--- src/rtl/lfsr_cs_pkg.sv ---
package lfsr_cs_pkg;

  typedef enum logic {
    CHK_FULL  = 1'b0,
    CHK_RECUR = 1'b1
  } chk_mode_e;

endpackage

--- src/rtl/lfsr_cs_bit_net.sv ---
// One next-state bit: a private chain of 2-input XOR gates.
module lfsr_cs_bit_net #(
  parameter bit HAS_PREV = 1'b1,
  parameter bit HAS_TAP  = 1'b0,
  parameter bit HAS_IN   = 1'b0
) (
  input  logic prev_bit,
  input  logic fb_bit,
  input  logic din,
  output logic nxt_o
);
  logic term_prev;
  logic term_fb;
  logic term_in;
  logic stage1;

  assign term_prev = HAS_PREV ? prev_bit : 1'b0;
  assign term_fb   = HAS_TAP  ? fb_bit   : 1'b0;
  assign term_in   = HAS_IN   ? din      : 1'b0;
  assign stage1    = term_prev ^ term_fb;
  assign nxt_o     = stage1 ^ term_in;
endmodule

--- src/rtl/lfsr_cs_sum_net.sv ---
// Next value of the checksum bit, full or recursive form.
module lfsr_cs_sum_net #(
  parameter int                     D        = 5,
  parameter logic [D-1:0]           TAPS     = 5'b00101,
  parameter logic [D-1:0]           IN_VEC   = 5'b00001,
  parameter lfsr_cs_pkg::chk_mode_e CHK_MODE = lfsr_cs_pkg::CHK_FULL
) (
  input  logic [D-1:0] state_i,
  input  logic         chk_i,
  input  logic         din,
  output logic         chk_nxt_o
);
  // column sums of the feedback matrix and of the input vector
  localparam logic TOP_COL = ^TAPS;
  localparam logic IN_SUM  = ^IN_VEC;

  logic in_term;
  assign in_term = IN_SUM & din;

  generate
    if (CHK_MODE == lfsr_cs_pkg::CHK_FULL) begin : g_full
      logic low_sum;
      logic top_term;
      assign low_sum   = ^state_i[D-2:0];
      assign top_term  = TOP_COL & state_i[D-1];
      assign chk_nxt_o = low_sum ^ top_term ^ in_term;
      logic unused_chk;
      assign unused_chk = chk_i;
    end else begin : g_recur
      localparam logic TOP_DELTA = TOP_COL ^ 1'b1;
      logic top_term;
      assign top_term  = TOP_DELTA & state_i[D-1];
      assign chk_nxt_o = chk_i ^ top_term ^ in_term;
      logic unused_low;
      assign unused_low = ^state_i[D-2:0];
    end
  endgenerate
endmodule

--- src/rtl/lfsr_cs_parity.sv ---
module lfsr_cs_parity #(
  parameter int W = 6
) (
  input  logic [W-1:0] word_i,
  output logic         odd_o
);
  assign odd_o = ^word_i;
endmodule

--- src/rtl/lfsr_cs_top.sv ---
module lfsr_cs_top #(
  parameter int                     D        = 5,
  parameter logic [D-1:0]           TAPS     = 5'b00101,
  parameter logic [D-1:0]           IN_VEC   = 5'b00001,
  parameter logic [D-1:0]           SEED     = 5'b00001,
  parameter lfsr_cs_pkg::chk_mode_e CHK_MODE = lfsr_cs_pkg::CHK_FULL
) (
  input  logic         clk,
  input  logic         rst,
  input  logic         din,
  input  logic [D:0]   fault_mask,
  output logic [D-1:0] state_o,
  output logic         chk_o,
  output logic         err_o
);
  localparam int   W        = D + 1;
  localparam logic SEED_SUM = ^SEED;

  logic [D-1:0] state_q;
  logic         chk_q;
  logic         err_q;
  logic [D:0]   prev_pad;
  logic [D-1:0] nxt_raw;
  logic         chk_raw;
  logic [W-1:0] nxt_word;
  logic         nxt_odd;

  assign prev_pad = {state_q, 1'b0};

  genvar gi;
  generate
    for (gi = 0; gi < D; gi++) begin : g_bit
      lfsr_cs_bit_net #(
        .HAS_PREV(gi > 0),
        .HAS_TAP (TAPS[gi]),
        .HAS_IN  (IN_VEC[gi])
      ) u_net (
        .prev_bit(prev_pad[gi]),
        .fb_bit  (state_q[D-1]),
        .din     (din),
        .nxt_o   (nxt_raw[gi])
      );
    end
  endgenerate

  lfsr_cs_sum_net #(
    .D       (D),
    .TAPS    (TAPS),
    .IN_VEC  (IN_VEC),
    .CHK_MODE(CHK_MODE)
  ) u_sum (
    .state_i  (state_q),
    .chk_i    (chk_q),
    .din      (din),
    .chk_nxt_o(chk_raw)
  );

  assign nxt_word = {chk_raw, nxt_raw} ^ fault_mask;

  lfsr_cs_parity #(.W(W)) u_par (
    .word_i(nxt_word),
    .odd_o (nxt_odd)
  );

  always_ff @(posedge clk) begin
    if (rst) begin
      state_q <= SEED;
      chk_q   <= SEED_SUM;
      err_q   <= 1'b0;
    end else begin
      state_q <= nxt_word[D-1:0];
      chk_q   <= nxt_word[D];
      err_q   <= nxt_odd;
    end
  end

  assign state_o = state_q;
  assign chk_o   = chk_q;
  assign err_o   = err_q;
endmodule

--- config.mk ---
export PLATFORM = sky130hd
export DESIGN_NAME = lfsr_cs_top
export DESIGN_NICKNAME = d
export VERILOG_FILES = /design/src/rtl/lfsr_cs_pkg.sv /design/src/rtl/lfsr_cs_bit_net.sv /design/src/rtl/lfsr_cs_sum_net.sv /design/src/rtl/lfsr_cs_parity.sv /design/src/rtl/lfsr_cs_top.sv
export SDC_FILE = /design/constraint.sdc
export NUM_CORES = 1
export LEC_CHECK = 0
export ABC_AREA = 1
export BUFFER_PORTS_ARGS = -buffer_cell sky130_fd_sc_hd__buf_2
export CAP_MARGIN = 20
export CORE_AREA = 4 4 41 43
export CTS_CLUSTER_SIZE = 25
export DETAILED_ROUTE_END_ITERATION = 10
export DIE_AREA = 0 0 45 47
export GPL_TIMING_DRIVEN = 0
export HOLD_SLACK_MARGIN = 0.15
export PLACE_DENSITY_LB_ADDON = 0.3
export SLEW_MARGIN = 20
export SYNTH_ARGS = -nofsm -noshare
export SYNTH_HDL_FRONTEND = slang
export SYNTH_SLANG_ARGS = --single-unit
--- constraint.sdc ---
create_clock -name clk -period 1.6 [get_ports clk]
set_clock_uncertainty 0.2 [all_clocks]
set_input_delay 0.16 -clock clk [delete_from_list [all_inputs] [get_ports clk]]
set_output_delay 0.16 -clock clk [all_outputs]
set_load 0.1 [all_outputs]
==> run metrics <==
status complete, no violations; initial antenna violation count 0; GPL Wtd Cong 0.775; Starting Density 42.7%; worst vdd ir roughly 0.56 mV; Fillers 130; DRT antenna net count 0; final wirelength 1.27 mm; placed cell count ~130; WP data required ~1.5 ns; met2 GRT Util 25.7%; Power per Cell Area between 1000 and 1500 nW/um^2; Tmin final ~1.5 ns; io pins 16; share of layout cells above drive strength 1 a little over a third; CTS sink count 7; M3 GR Usage about 2.3%; TritonCTS clock tree done; # diodes 0; Worst-Margin Slew 0.486 ns; Int Pwr 0.000431 W; CORE AREA around 1300 sq um; final hold vios 0; Buffers on Ports 15; combinational group share of total power between 50% and 60%; clock network fraction of total power 19.1%; GR Layer Usage met1 15.3%; routed vias/inst about 4.4; Yosys warning total 0; CTS Root Buffer Type clkbuf_4; die outline area around 2100 sq um; Setup CP Type in2reg; Post-Syn Nets about 110; CP Launch Type primary input; vias in the first global route 551; final total power around 0.00083 W; syn_area_per_cell just under 6 sq um; Die X-Extent 45 um; DR iter-0 viols 8; die span in y 47 um; row cnt 13; max frequency about 660 MHz; Finished Layout Cells between 100 and 150; DPL Wire Length approximately 1000 um; post-synthesis sequential area ratio 25.2%; CP max FO 5; Synth Register Bits 7; H-tree depth 1; All-Layer GR Usage 14.9%; sw power 0.000403 W; DRC 0; crit path DAT about 1.5 ns; static leakage 0.448 nW; Gate Count Post-Synth 96; Via Count just over 600; Slew Limit Fails 0; clk_lat worst skew 0.25 ns; first-pass GRT wire length about 2.2 mm; drt first pass iters 6; total CTS buffers 3; Longest Clk Path Bufs 2; Final Cycle Share a little over nine tenths; setup violators final 0; total grt overflow 0; setup_tns 0 ns; Netlist cell types 11; busiest grt layer met2; Mapped Area between 500 and 600 sq um; RSZ-0062 raised after global routing no; post-CTS setup buffers 0; clock slew at the register clock pins of the worst setup and hold paths ~0.050 ns; CP endpoint kind flop; Avg WL per Cell 9.27 um; Max-Cap Viols 0; pin count of the biggest net entering global routing 6; Final nets about 130; Hold Crit Class in2reg; Sw Ratio between 40% and 50%; Layout Area Growth over Synthesis 39.0%; Rel. slew slack between 60% and 70%; sequential share of power 27.0%
cell type report:
| cell class | instances | area (sq um) | share of cell area, % |
|---|---|---|---|
| plain buffers | 5 | 37.5 | 4.86 |
| clock buffers | 4 | 26.3 | 3.40 |
| inverters | 12 | 45.0 | 5.83 |
| multi-input cells | 72 | 348 | 45.1 |
| flip-flops and latches | 7 | 146 | 19.0 |
| well taps | 15 | 18.8 | 2.43 |
| repair buffers | 22 | 150 | 19.4 |
synth_stat cells:
master   instances  area, sq um
buf_4            5         37.5
nand2_2          7         43.8
nor2_2           1         6.26
nor2_1           5         18.8
xor2_1           3         26.3
xnor2_1          2         17.5
nand2_1         40          150
dfxtp_1          7          140
inv_2            5         18.8
nand3_1         14         70.1
inv_1            7         26.3
cell families after synthesis:
family	after synthesis	share of synthesized area, %
simple gates	67	52.0
flops	7	25.2
buf+inv	17	14.9
xor+xnor	5	7.88
timing repair:
| action | in CTS | in global routing |
|---|---|---|
| hold endpoints to repair | 7 | 0 |
| setup endpoints to repair | 1 | 7 |
| hold buffers | 7 | 0 |
| resized for setup | 1 | 8 |
| gates cloned | 0 | 0 |
path summary, 6_finish.rpt:
check	start	cells after the start	slack, ns	endpoint
hold / removal	fault_mask[2]	6	0.15	state_o[2]
hold reg to reg	state_o[4]	3	0.43	state_o[2]
setup / recovery	din	10	0.08	err_o
setup reg to reg	state_o[0]	3	0.08	state_o[1]
layer usage:
metal	wire, um	share of wire (%)
met3	55	4.3
met5	0	0
met2	666	52
met1	548	43
met4	0	0
registers in the layout, indices dropped and copies added, names as in the netlist:
| signal | count |
|---|---|
| err_o | 1 |
| state_o | 5 |
| chk_o | 1 |
cell usage in the layout (no fill, tap or decap):
cell and n:
nor2_2 1, xnor2_1 1, xor2_1 2, nand2_2 7, inv_2 5, dlygate4sd3_1 7, dfxtp_1 2, clkbuf_4 4
clkbuf_1 1, dfxtp_2 5, xor2_2 1, xnor2_2 1, buf_2 13, nor2_1 5, buf_4 6, nand3_1 14
nand2_1 40, inv_1 7
per-stage QoR:
step           util [%]  cell area (sq um)  setup slack, ns  hold slack [ns]
2_1_floorplan         -                556            0.258           0.0324
3_5_place_dp       49.9                649            0.103            0.207
4_1_cts            57.5                748           0.0208            0.165
5_1_grt            59.3                772          0.00780            0.187
6_report           59.3                772           0.0807            0.154
3_3_place_gp       49.9                649            0.140            0.189
power by group through the flow:
stage | Combinational (W) | Clock, W | Sequential (W)
floorplan | 0.000277 | 0 | 0.000300
global placement | 0.000412 | 0 | 0.000223
detailed placement | 0.000420 | 0 | 0.000224
CTS | 0.000444 | 0.000160 | 0.000221
global route | 0.000485 | 0.000182 | 0.000230
finish | 0.000450 | 0.000159 | 0.000225
worst max-delay path, stage by stage:
cell and delay, ns:
buf_2 0.13, dlygate4sd3_1 0.57, nand2_2 0.09, nand2_1 0.08
nand2_1 0.07, nand2_1 0.05, nand2_1 0.06, nand2_1 0.07
nor2_1 0.14, nor2_2 0.05
Power figures use the tool's default switching activity.
